[src/rtl/srcm_pkg.sv]
package srcm_pkg;
  localparam int unsigned BYTE_W = 8;
  typedef logic [BYTE_W-1:0] byte_t;

  localparam int unsigned ST_W     = 4;
  localparam int unsigned SI_SHIFT = 0;
  localparam int unsigned SI_CMP   = 1;
  localparam int unsigned SI_TEST  = 2;
  localparam int unsigned SI_DONE  = 3;

  typedef enum logic [ST_W-1:0] {
    ST_SHIFT = 4'b0001,
    ST_CMP   = 4'b0010,
    ST_TEST  = 4'b0100,
    ST_DONE  = 4'b1000
  } ctrl_st_e;
endpackage

[src/rtl/srcm_grid.sv]
module srcm_grid
  import srcm_pkg::*;
#(
  parameter int unsigned ROWS = 4,
  parameter int unsigned COLS = 8,
  localparam int unsigned SB    = ROWS * COLS,
  localparam int unsigned IDX_W = (COLS > 1) ? $clog2(COLS) : 1
) (
  input  logic             clk_i,
  input  logic             rst_ni,
  input  logic             shift_i,
  input  byte_t            data_i,
  input  logic             cmp_i,
  input  logic             first_i,
  input  logic [IDX_W-1:0] step_i,
  output logic [SB-1:0]    mat_o,
  output logic [SB-1:0]    prev_mat_o
);

  byte_t          sb_q [SB];
  byte_t          la_q [COLS];
  byte_t          la_byte;
  logic [SB-1:0]  mat_q, prev_q, mat_d;

  // whole chain moves one slot per accepted byte; position 0 is oldest
  always_ff @(posedge clk_i or negedge rst_ni) begin
    if (!rst_ni) begin
      for (int i = 0; i < SB; i++)   sb_q[i] <= '0;
      for (int j = 0; j < COLS; j++) la_q[j] <= '0;
    end else if (shift_i) begin
      for (int i = 0; i < SB - 1; i++)   sb_q[i] <= sb_q[i+1];
      sb_q[SB-1] <= la_q[0];
      for (int j = 0; j < COLS - 1; j++) la_q[j] <= la_q[j+1];
      la_q[COLS-1] <= data_i;
    end
  end

  assign la_byte = la_q[step_i];

  for (genvar r = 0; r < ROWS; r++) begin : g_row
    for (genvar c = 0; c < COLS; c++) begin : g_col
      localparam int unsigned P = r * COLS + c;
      logic en;
      if (P == 0) begin : g_head
        // no older neighbour: may only open a run
        assign en = first_i;
      end else if (c == 0) begin : g_wrap
        // predecessor is last column of the previous row
        assign en = first_i | mat_q[(r-1)*COLS + COLS - 1];
      end else begin : g_in
        assign en = first_i | mat_q[P-1];
      end
      assign mat_d[P] = en && (sb_q[P] == la_byte);
    end
  end

  always_ff @(posedge clk_i or negedge rst_ni) begin
    if (!rst_ni) begin
      mat_q  <= '0;
      prev_q <= '0;
    end else if (cmp_i) begin
      mat_q  <= mat_d;
      prev_q <= first_i ? '0 : mat_q;
    end
  end

  assign mat_o      = mat_q;
  assign prev_mat_o = prev_q;

endmodule

[src/rtl/srcm_ctrl.sv]
module srcm_ctrl
  import srcm_pkg::*;
#(
  parameter int unsigned SB        = 32,
  parameter int unsigned LA        = 8,
  parameter int unsigned MIN_MATCH = 4,
  parameter int unsigned LEN_W     = 8,
  localparam int unsigned FILL   = SB + LA,
  localparam int unsigned FILL_W = $clog2(FILL + 1),
  localparam int unsigned IDX_W  = (LA > 1) ? $clog2(LA) : 1
) (
  input  logic             clk_i,
  input  logic             rst_ni,
  input  logic             in_valid_i,
  input  logic             mat_any_i,
  output logic             in_ready_o,
  output logic             shift_o,
  output logic             cmp_o,
  output logic             first_o,
  output logic [IDX_W-1:0] step_o,
  output logic             done_o,
  output logic             cap_o,
  output logic             cap_cur_o,
  output logic [LEN_W-1:0] len_o,
  output ctrl_st_e         state_o
);

  ctrl_st_e          st_q, st_d;
  logic [FILL_W-1:0] fill_q;
  logic [IDX_W-1:0]  step_q;
  logic [LEN_W-1:0]  adv_q, len_q;
  logic              take, hist_ok, last_adv, step_last, finish;

  assign take      = st_q[SI_SHIFT] && in_valid_i;
  assign hist_ok   = fill_q >= FILL_W'(FILL - 1);
  assign last_adv  = adv_q <= LEN_W'(1);
  assign step_last = step_q == IDX_W'(LA - 1);
  assign finish    = st_q[SI_TEST] && (!mat_any_i || step_last);

  always_comb begin
    st_d = st_q;
    unique case (st_q)
      ST_SHIFT: if (take && last_adv && hist_ok) st_d = ST_CMP;
      ST_CMP:   st_d = ST_TEST;
      ST_TEST:  st_d = (!mat_any_i || step_last) ? ST_DONE : ST_CMP;
      ST_DONE:  st_d = ST_SHIFT;
      default:  st_d = ST_SHIFT;
    endcase
  end

  always_ff @(posedge clk_i or negedge rst_ni) begin
    if (!rst_ni) begin
      st_q   <= ST_SHIFT;
      fill_q <= '0;
      step_q <= '0;
      adv_q  <= '0;
      len_q  <= '0;
    end else begin
      st_q <= st_d;
      if (take) begin
        if (fill_q != FILL_W'(FILL)) fill_q <= fill_q + FILL_W'(1);
        if (adv_q != '0) adv_q <= adv_q - LEN_W'(1);
      end
      if (st_q[SI_SHIFT]) step_q <= '0;
      else if (st_q[SI_TEST] && !finish) step_q <= step_q + IDX_W'(1);
      if (finish) len_q <= mat_any_i ? LEN_W'(LA) : LEN_W'(step_q);
      if (st_q[SI_DONE]) adv_q <= (len_q < LEN_W'(MIN_MATCH)) ? LEN_W'(1) : len_q;
    end
  end

  assign in_ready_o = st_q[SI_SHIFT];
  assign shift_o    = take;
  assign cmp_o      = st_q[SI_CMP];
  assign first_o    = step_q == '0;
  assign step_o     = step_q;
  assign done_o     = st_q[SI_DONE];
  assign cap_o      = finish;
  assign cap_cur_o  = mat_any_i;
  assign len_o      = len_q;
  assign state_o    = st_q;

endmodule

[src/rtl/srcm_matcher.sv]
module srcm_matcher
  import srcm_pkg::*;
#(
  parameter int unsigned ROWS      = 4,
  parameter int unsigned COLS      = 8,
  parameter int unsigned MIN_MATCH = 4,
  parameter int unsigned LEN_W     = 8,
  localparam int unsigned SB    = ROWS * COLS,
  localparam int unsigned IDX_W = (COLS > 1) ? $clog2(COLS) : 1
) (
  input  logic             clk_i,
  input  logic             rst_ni,
  input  logic             in_valid_i,
  input  logic [7:0]       in_data_i,
  output logic             in_ready_o,
  output logic             done_o,
  output logic [LEN_W-1:0] match_len_o,
  output logic [SB-1:0]    match_mat_o
);

  logic             shift, cmp, first, cap, cap_cur;
  logic [IDX_W-1:0] step;
  logic [SB-1:0]    mat, prev_mat, res_mat_q;
  ctrl_st_e         ctrl_state;

  srcm_ctrl #(
    .SB(SB), .LA(COLS), .MIN_MATCH(MIN_MATCH), .LEN_W(LEN_W)
  ) u_ctrl (
    .clk_i      (clk_i),
    .rst_ni     (rst_ni),
    .in_valid_i (in_valid_i),
    .mat_any_i  (|mat),
    .in_ready_o (in_ready_o),
    .shift_o    (shift),
    .cmp_o      (cmp),
    .first_o    (first),
    .step_o     (step),
    .done_o     (done_o),
    .cap_o      (cap),
    .cap_cur_o  (cap_cur),
    .len_o      (match_len_o),
    .state_o    (ctrl_state)
  );

  srcm_grid #(
    .ROWS(ROWS), .COLS(COLS)
  ) u_grid (
    .clk_i      (clk_i),
    .rst_ni     (rst_ni),
    .shift_i    (shift),
    .data_i     (in_data_i),
    .cmp_i      (cmp),
    .first_i    (first),
    .step_i     (step),
    .mat_o      (mat),
    .prev_mat_o (prev_mat)
  );

  // capped run keeps live matrix; exhausted run keeps the last non-empty one
  always_ff @(posedge clk_i or negedge rst_ni) begin
    if (!rst_ni)  res_mat_q <= '0;
    else if (cap) res_mat_q <= cap_cur ? mat : prev_mat;
  end

  assign match_mat_o = res_mat_q;

endmodule

[config.mk]
export PLATFORM = sky130hd
export DESIGN_NAME = srcm_matcher
export DESIGN_NICKNAME = d
export VERILOG_FILES = /design/src/rtl/srcm_pkg.sv /design/src/rtl/srcm_grid.sv /design/src/rtl/srcm_ctrl.sv /design/src/rtl/srcm_matcher.sv
export SDC_FILE = /design/constraint.sdc
export NUM_CORES = 1
export LEC_CHECK = 0
export BUFFER_PORTS_ARGS = -buffer_cell sky130_fd_sc_hd__buf_4
export CELL_PAD_IN_SITES_DETAIL_PLACEMENT = 0
export CELL_PAD_IN_SITES_GLOBAL_PLACEMENT = 1
export CORE_MARGIN = 5
export CORE_UTILIZATION = 49
export DETAILED_ROUTE_END_ITERATION = 7
export PLACE_DENSITY = 0.85
export SLEW_MARGIN = 20
export SYNTH_ARGS = -nofsm -noshare
export SYNTH_HDL_FRONTEND = slang
export SYNTH_SLANG_ARGS = --single-unit
[constraint.sdc]
create_clock -name clk_i -period 2.8 [get_ports clk_i]
set_input_delay 0.14 -clock clk_i [delete_from_list [all_inputs] [get_ports clk_i]]
set_output_delay 0.14 -clock clk_i [all_outputs]
set_load 0.005 [all_outputs]
==> results of run 1 <==
-- stage by stage --
stage / worst slack [ps] / cells / hold slack [ps]
after floorplan: 292 / 2382 / -156
after global placement: 269 / 2861 / 113
after detailed placement: 212 / 2861 / 110
after CTS: 190 / 2959 / 95.9
after global routing: 38.3 / 2959 / 128
final: 210 / 2959 / 111
-- flip-flops by register name, summed over array words and instances, names as in the netlist --
name	count
u_grid.prev_mat_o	32
u_grid.la_q	64
match_mat_o	32
u_grid.sb_q	256
u_ctrl.fill_q	6
u_ctrl.step_o	3
u_ctrl.len_o	4
u_grid.mat_o	32
u_ctrl.adv_q	8
u_ctrl.state_o	4
-- worst max-delay path by stage --
stage                                         endpoint  slack [ps]  cells past startpoint
after floorplan           u_grid.mat_o[24]$_DFFE_PN0P_         290                     10
after global placement    u_grid.mat_o[13]$_DFFE_PN0P_         270                      6
after detailed placement  u_grid.mat_o[15]$_DFFE_PN0P_         210                      6
after CTS                 u_grid.mat_o[28]$_DFFE_PN0P_         190                      6
after global routing      u_grid.mat_o[15]$_DFFE_PN0P_          40                      6
final                     u_grid.mat_o[20]$_DFFE_PN0P_         210                      6
-- power by group through the flow --
stage / Sequential [W] / Combinational (W) / Clock, W
2_1_floorplan: 0.00805 / 0.00264 / 0
3_3_place_gp: 0.00836 / 0.00346 / 0
3_5_place_dp: 0.00839 / 0.00358 / 0
4_1_cts: 0.00829 / 0.00361 / 0.00668
5_1_grt: 0.00843 / 0.00405 / 0.00692
6_report: 0.00830 / 0.00359 / 0.00654
-- cell usage after synthesis (2+ instances only) --
master,n
a22oi_1,29
inv_1,76
mux2i_1,15
dfrtp_1,440
o22ai_2,2
nand2b_1,4
a21o_1,3
buf_1,5
o2bb2ai_1,29
buf_2,19
nor4_1,12
mux4_2,10
xnor2_1,34
buf_4,5
o2111ai_1,8
mux2_1,2
mux2_2,4
nor2_1,17
o21ai_0,94
xor2_1,170
or4b_1,24
clkbuf_1,131
a32o_1,3
a32oi_1,3
a21oi_1,6
or3_1,40
mux2i_4,2
nand2_1,998
nand3_1,27
buf_6,3
nand4_1,44
ha_1,7
o32ai_1,32
o21ai_1,2
nor3_1,27
o22ai_1,35
-- worst max-delay path, cell delays in order, from the launching register on --
cell and delay (ps):
dfrtp_1 650, mux2_1 410, o22ai_4 180, buf_12 280
nor3_1 80, or4b_1 500, o32ai_1 320
-- metal layers --
metal / GRT usage / up-vias
met5: 0 / -
met4: 0.0554 / 0
met3: 0.0318 / 77
met2: 0.356 / 365
met1: 0.322 / 8090
li1: - / 7782
-- cell type report --
class                      count  share of cell area
sequential                   441               0.461
multi-input combinational   1701               0.383
clock buffer                  76              0.0613
timing repair buffer         106              0.0466
tap                          546              0.0285
inverter                      77              0.0121
clock inverter                12             0.00716
-- cells by family after synthesis --
| logic type | after synthesis |
|---|---|
| fa+ha+maj | 7 |
| buf+inv | 240 |
| flops | 441 |
| other cells | 1 |
| compound gates | 252 |
| xor+xnor | 204 |
| mux | 33 |
| simple gates | 1201 |
==> results.cfg, run 1 <==
[outcome]
outcome = finished clean

[final_layout]
antenna_cells = 0
nNetsFinal = 2393
finalInstanceArea_sq_um = 23900
multi_input_area_sq_um = 9170
final_common_cell = nand2_1
utilization = 0.560
seqCellArea_sq_um = 11000
fillCellCount = 3788
drive_gt1_frac = 0.0837
layout_common_cells = nand2_1 (997), dfrtp_1 (439), xor2_1 (170)
syn_to_final_growth_pct = 13.6

[detailed_routing]
routed.top_layer = met4
vias = 16300
drt-pass1-iter-count = 6
wl_met3_microns = 2460
drt_wl_total_microns = 52200
postRouteAntennaNets = 0
wl_met1_microns = 24100
routed_via_density = 5.51
wl_met2_microns = 24700
drc = 0
routedWlPerCell_microns = 17.6
drtIter0Drc = 1441

[clock_network]
postCtsSetupBuffers = 0
cts_buffers = 48
htreeDepth = 2
cts_tree = built
ctsResizeCount = 0
cts_hold_buf = 10
clkTransAtPathRegs_ps = 60
clockBufferDepth = 3
clkLatencyLatePin_ps = 590
cts_sinks = 441
cts_root_buffer = clkbuf_16

[synth]
synth_top_area_cell = dfrtp_1
synthesis.area_sq_um = 21100
synthArstFlopShare = 1.00
synth_seq_cells = 441
synth_xor_area_frac = 0.0848
ys_seq_area_frac = 0.524
yosys.area_share.simple = 0.238
synth_ff_type = dfrtp_1
synth_compound_area_frac = 0.0807
ys.warnings.count = 0
synth_cell_type_count = 53
synth_area_leaders = dfrtp_1 (52%), nand2_1 (18%), xor2_1 (7.1%)
synthAdderAreaFrac = 0.00415
synth-edff-count = 0
syn-instance-count = 2379
synth_area_per_cell_sq_um = 8.86
muxShareOfSynthArea = 0.0231
synth_top_family_by_area = simple AND/OR/NAND/NOR gates
synth.top_cell.area_share = 0.522

[power_and_ir_drop]
power_frac_clock = 0.355
comb_power_share = 0.195
power.switching_w = 0.00571
leakagePower_nw = 12.1
p_seq_frac = 0.451
p_sw_frac = 0.310
p_per_area_nw_per_um2 = 770
p_total_w = 0.0184
ir_drop_mv = 0.494
internal_power_w = 0.0127

[placed_design]
placed_cell_area_sq_um = 22200
place_hpwl_microns = 31800
place_congestion = 0.794
numPortBuffers = 48

[sta]
fin_setup_tns_ps = 0
hold_viol_final = 0
fin_crit_sh = 0.925
relSlewSlack = 0.537
worst_slew_pin_slew_ps = 694
finalMaxSlewViolations = 0
fin_skew_ps = 17.2
fin_crit_ps = 2590
finalSetupViolations = 0
rsz0062_at_grt = no
clock.fmax_ghz = 0.386

[grt]
grt_pass1_vias = 16200
grt_max_degree = 126
grt_use_total = 0.222
antenna_found_initial = 0
gr-total-overflow = 0
grt_pass1_wl_microns = 86800

[setup_path]
ff2ff_path_depth = 6
crit_type = reg2reg
crit_fanout = 64
start_kind = flip-flop
rr_startpoint = u_ctrl.step_o[0]$_DFFE_PN0P_
crit_start = u_ctrl.step_o[0]$_DFFE_PN0P_
worstSetupEndpointType = flip-flop
arrival_ps = 3060
crit_required_ps = 3270
r2r_setup_slack_ps = 210
reg2reg_to = u_grid.mat_o[20]$_DFFE_PN0P_

[floorplanning]
io_pins = 53
die_area_sq_um = 47300
fp.dieW_microns = 217
fp.coreArea_sq_um = 42800
rows = 76
start_util = 0.493
die_y_microns = 217

[flow_run]
cap_violations = 0

[min_path]
hp-class = in2async
(Power assumes the default switching activity.)
==> run 2, diff against run 1 <==
--- a/config.mk
+++ b/config.mk
@@ -10,6 +10,7 @@
 export CELL_PAD_IN_SITES_GLOBAL_PLACEMENT = 1
 export CORE_MARGIN = 5
 export CORE_UTILIZATION = 49
+export CTS_BUF_LIST = sky130_fd_sc_hd__clkbuf_16
 export DETAILED_ROUTE_END_ITERATION = 7
 export PLACE_DENSITY = 0.85
 export SLEW_MARGIN = 20
==> run 2 against run 1 <==
  * Fmax rose by 0.19%
  * Routed wire length fell by 0.58%
  * Total power fell by 2.5%
  * Final cell count did not move
  * Clock power fell by 6.9%
  * Critical path type unchanged
  * Die area did not move
  * Clock skew fell by 0.84 ps
==> results.cfg, run 2 (same netlist as run 1, synthesis figures left out) <==
[floorplanning]
fp.dieW_microns = 217
rows = 76
fp.coreArea_sq_um = 42800
die_y_microns = 217
die_area_sq_um = 47300
start_util = 0.493
io_pins = 53

[grt]
grt_pass1_vias = 16300
grt_use_total = 0.221
antenna_found_initial = 0
gr-total-overflow = 0
grt_max_degree = 126
grt_pass1_wl_microns = 86600

[detailed_routing]
routed_via_density = 5.52
drt-pass1-iter-count = 5
drtIter0Drc = 1345
drc = 0
routedWlPerCell_microns = 17.5
vias = 16300
drt_wl_total_microns = 51900
postRouteAntennaNets = 0

[power_and_ir_drop]
power.switching_w = 0.00568
p_seq_frac = 0.462
ir_drop_mv = 0.493
p_per_area_nw_per_um2 = 755
power_frac_clock = 0.339
internal_power_w = 0.0123
p_sw_frac = 0.316
leakagePower_nw = 12.1
comb_power_share = 0.199

[setup_path]
crit_required_ps = 3270
path_delay_family = flip-flops
crit_type = reg2reg
slowest_stage = dfrtp_1
worstSetupEndpointType = flip-flop
critPathBufInv = 1
crit_start = u_ctrl.step_o[0]$_DFFE_PN0P_
start_kind = flip-flop
crit_fanout = 64
rr_startpoint = u_ctrl.step_o[0]$_DFFE_PN0P_
r2r_setup_slack_ps = 210
reg2reg_to = u_grid.mat_o[26]$_DFFE_PN0P_
arrival_ps = 3060
max_stage_delay_ps = 650
ff2ff_path_depth = 6
path_cells = mux2_1 > o22ai_4 > buf_12 > nor3_1 > or4b_1 > o32ai_1

[sta]
fin_crit_ps = 2590
worst_slew_pin_slew_ps = 689
finalMaxSlewViolations = 0
fin_setup_tns_ps = 0
hold_slack_ps = 114
finalSetupViolations = 0
fin_skew_ps = 16.3
fin_crit_sh = 0.923
relSlewSlack = 0.541
rsz0062_at_grt = no
clock.fmax_ghz = 0.387
hold_viol_final = 0
setup_ws_ps = 215

[outcome]
outcome = finished clean

[final_layout]
largest_register_ffs = 256
largestRegisters = u_grid.sb_q: 256 flops, u_grid.la_q: 64 flops
layout_common_cells = nand2_1 (997), dfrtp_1 (439), xor2_1 (170)
syn_to_final_growth_pct = 12.9
top_register = u_grid.sb_q
final_common_cell = nand2_1
nNetsFinal = 2393
drive_gt1_frac = 0.0779
antenna_cells = 0

[clock_network]
cts_root_buffer = clkbuf_16
htreeDepth = 2
clkLatencyLatePin_ps = 590
ctsResizeCount = 0
cts_sinks = 441
clockBufferDepth = 3
cts_buffers = 48
clkTransAtPathRegs_ps = 60
cts_tree = built

[min_path]
hp-class = in2async

[placed_design]
place_congestion = 0.794
place_hpwl_microns = 31800
place_ws_ps = 212
numPortBuffers = 48

[flow_run]
cap_violations = 0
run 2: cell count changes in the layout (fill, tap and decap cells not counted):
| cell | delta |
|---|---|
| clkbuf_1 | -13 |
| clkbuf_8 | -14 |
| clkinv_1 | +14 |
| inv_1 | +13 |
run 2: worst max-delay path by stage:
stage,endpoint,slack [ps],depth (start not counted)
after floorplan,u_grid.mat_o[24]$_DFFE_PN0P_,290,10
after global placement,u_grid.mat_o[13]$_DFFE_PN0P_,270,6
after detailed placement,u_grid.mat_o[15]$_DFFE_PN0P_,210,6
after CTS,u_grid.mat_o[28]$_DFFE_PN0P_,190,6
after global routing,u_grid.mat_o[15]$_DFFE_PN0P_,40,6
final,u_grid.mat_o[26]$_DFFE_PN0P_,210,6
run 2: layout make-up:
class	count	area [sq um]
flip-flops and latches	441	11000
inverters	77	289
fillers	3807	19000
clock inverters	39	273
multi-input cells	1701	9170
well taps	546	683
clock buffers	49	1230
repair buffers	106	1120
run 2: power by group through the flow:
stage | Combinational [W] | Clock, W | Sequential (W)
finish | 0.00358 | 0.00609 | 0.00830
detailed placement | 0.00358 | 0 | 0.00839
CTS | 0.00361 | 0.00623 | 0.00828
global route | 0.00405 | 0.00647 | 0.00843
floorplan | 0.00264 | 0 | 0.00805
global placement | 0.00346 | 0 | 0.00836
run 2: per-stage QoR:
stage,util,cells,power (W),cell area [sq um]
2_1_floorplan,-,2382,0.0107,21100
3_3_place_gp,0.519,2861,0.0118,22200
3_5_place_dp,0.519,2861,0.0120,22200
4_1_cts,0.556,2959,0.0181,23800
5_1_grt,0.556,2959,0.0189,23800
6_report,0.556,2959,0.0180,23800
run 2: what timing repair did:
item	CTS	global route
endpoints found under the hold margin	271	0
setup endpoints to repair	0	0
hold buffers	10	0
setup buffers	0	0
run 2: layer usage:
metal | vias to the layer above | track usage | share of wire
met2 | 335 | 0.354 | 0.47
met3 | 76 | 0.0329 | 0.041
met5 | - | 0 | 0
met4 | 0 | 0.0560 | 0.019
met1 | 8150 | 0.321 | 0.47
li1 | 7785 | - | -
==> run 3, diff against run 2 <==
--- a/config.mk
+++ b/config.mk
@@ -9,11 +9,12 @@
 export CELL_PAD_IN_SITES_DETAIL_PLACEMENT = 0
 export CELL_PAD_IN_SITES_GLOBAL_PLACEMENT = 1
 export CORE_MARGIN = 5
-export CORE_UTILIZATION = 49
+export CORE_UTILIZATION = 52
 export CTS_BUF_LIST = sky130_fd_sc_hd__clkbuf_16
 export DETAILED_ROUTE_END_ITERATION = 7
 export PLACE_DENSITY = 0.85
 export SLEW_MARGIN = 20
 export SYNTH_ARGS = -nofsm -noshare
 export SYNTH_HDL_FRONTEND = slang
+export SYNTH_HIERARCHICAL = 1
 export SYNTH_SLANG_ARGS = --single-unit
==> run 3 against run 2 <==
  * Final area up 1.4%
  * Area after synthesis rose by 0.73%
  * Non-clock buffer count increased by 24
  * Sequential power is 14% higher
  * Critical path depth increased by 4
  * Clock power down 1%
  * Via count decreased by 23%
  * Worst setup slack better by 38 ps
  * Register-to-register slack improved by 40 ps
  * Count of clock-buffer cells in the layout unchanged
  * Synthesized cell count is 30% lower
  * Largest cell class unchanged
==> results.cfg, run 3 <==
[clock_network]
htreeDepth = 2
cts_sinks = 441
clkLatencyLatePin_ps = 550
clockBufferDepth = 3
clkTransAtPathRegs_ps = 60
cts_tree = built
postCtsSetupBuffers = 0
cts_buffers = 46
cts_root_buffer = clkbuf_16

[detailed_routing]
drt-pass1-iter-count = 5
drtIter0Drc = 692
drc = 0
routedWlPerCell_microns = 18.4
drt_wl_total_microns = 42000
vias = 12600
routed_via_density = 5.49
postRouteAntennaNets = 0

[power_and_ir_drop]
ir_drop_mv = 0.579
p_per_area_nw_per_um2 = 889
leakagePower_nw = 10.6

[flow_run]
cap_violations = 0

[final_layout]
final_common_cell = dfrtp_1
largest_register_ffs = 256
utilization = 0.594
largestRegisters = u_grid/sb_q: 256 flops, u_grid/la_q: 64 flops
nNetsFinal = 1745
multi_input_area_sq_um = 9430
seqCellArea_sq_um = 11000
layout_common_cells = dfrtp_1 (439), mux2_2 (320), xnor2_1 (162)
fillCellCount = 3208
antenna_cells = 0
top_register = u_grid/sb_q
layout.cells.non_filler = 2291
syn_to_final_growth_pct = 13.7
drive_gt1_frac = 0.313

[floorplanning]
start_util = 0.522
fp.dieW_microns = 212
rows = 74
die_y_microns = 212
die_area_sq_um = 45000
io_pins = 53
fp.coreArea_sq_um = 40600

[min_path]
min-delay-start = in_valid_i
hp-class = in2reg

[placed_design]
place_congestion = 0.816
place_hpwl_microns = 27400
numPortBuffers = 48
post-place-cells = 2202

[synth]
ys.warnings.count = 6
syn-instance-count = 1657
synthesis.area_sq_um = 21200
synth_area_per_cell_sq_um = 12.8

[grt]
grt_max_degree = 91
antenna_found_initial = 0
grt_use_total = 0.191
grt_pass1_vias = 13200
grt_pass1_wl_microns = 70700
gr-total-overflow = 0

[sta]
fin_setup_tns_ps = 0
finalMaxSlewViolations = 0
clock.fmax_ghz = 0.393
relSlewSlack = 0.436
hold_viol_final = 0
finalSetupViolations = 0
rsz0062_at_grt = no
worst_slew_pin_slew_ps = 846
fin_crit_ps = 2550
fin_crit_sh = 0.910
fin_skew_ps = 20.9
hold_slack_ps = 41.0

[setup_path]
worstSetupEndpointType = flip-flop
crit_start = u_grid/mat_o[12]$_DFFE_PN0P_
start_kind = flip-flop
arrival_ps = 3010
crit_type = reg2reg
rr_startpoint = u_grid/mat_o[12]$_DFFE_PN0P_
crit_required_ps = 3260
crit_fanout = 60

[outcome]
outcome = finished clean
-- run 3: final timing paths --
check                                                to  cells after the start  slack (ps)
setup / recovery             match_mat_o[6]$_DFFE_PN0P_                     10         250
hold / removal              u_ctrl/adv_q[2]$_DFFE_PN0P_                      4          40
setup reg to reg             match_mat_o[6]$_DFFE_PN0P_                     10         250
hold reg to reg            u_ctrl/fill_q[5]$_DFFE_PN0P_                      1         510
max in group asynchronous  u_grid/sb_q[153]$_DFFE_PN0P_                      3        1650
min in group asynchronous   u_grid/la_q[37]$_DFFE_PN0P_                      2         210
-- run 3: cell type report --
cell class | instances | area share
Multi-Input combinational cell | 1056 | 0.391
Tap cell | 532 | 0.0276
Sequential cell | 441 | 0.457
Clock buffer | 49 | 0.0508
Timing Repair Buffer | 130 | 0.0541
Inverter | 52 | 0.00840
Clock inverter | 31 | 0.0110
-- run 3: critical path, stage by stage, from the launching register on --
cell     delay, ps
dfrtp_1        490
nor4_2         400
buf_4          180
nand4_1        170
or2_2          390
inv_2           80
o21ai_1         90
inv_2          130
buf_12         240
nor2_1          90
a21oi_1        130
-- run 3: power by group --
group | switching [W] | total, W | internal [W]
Sequential | 0.00154 | 0.00945 | 0.00791
Combinational | 0.00277 | 0.00599 | 0.00322
Clock | 0.00242 | 0.00601 | 0.00359
-- run 3: layer usage --
metal  wire length (microns)  global-route usage  vias to the layer above
li1                        -                   -                     5941
met1                   20100               0.280                     6434
met2                   20000               0.308                      157
met3                    1310              0.0255                       53
met4                     682              0.0411                        0
met5                       0                   0                        -
-- run 3: metrics by stage --
stage / setup WS, ps / power [W] / cell area, sq um
after floorplan: 349 / 0.0139 / 21200
final: 253 / 0.0215 / 24100
after CTS: 72.3 / 0.0217 / 24100
after detailed placement: 84.7 / 0.0155 / 22600
after global placement: 67.8 / 0.0153 / 22600
after global routing: 106 / 0.0227 / 24100
-- run 3: timing repair --
action	4_1_cts	5_1_grt
endpoints found under the setup margin	0	1
hold buffers	9	0
resized for setup	0	1
hold endpoints to repair	79	0
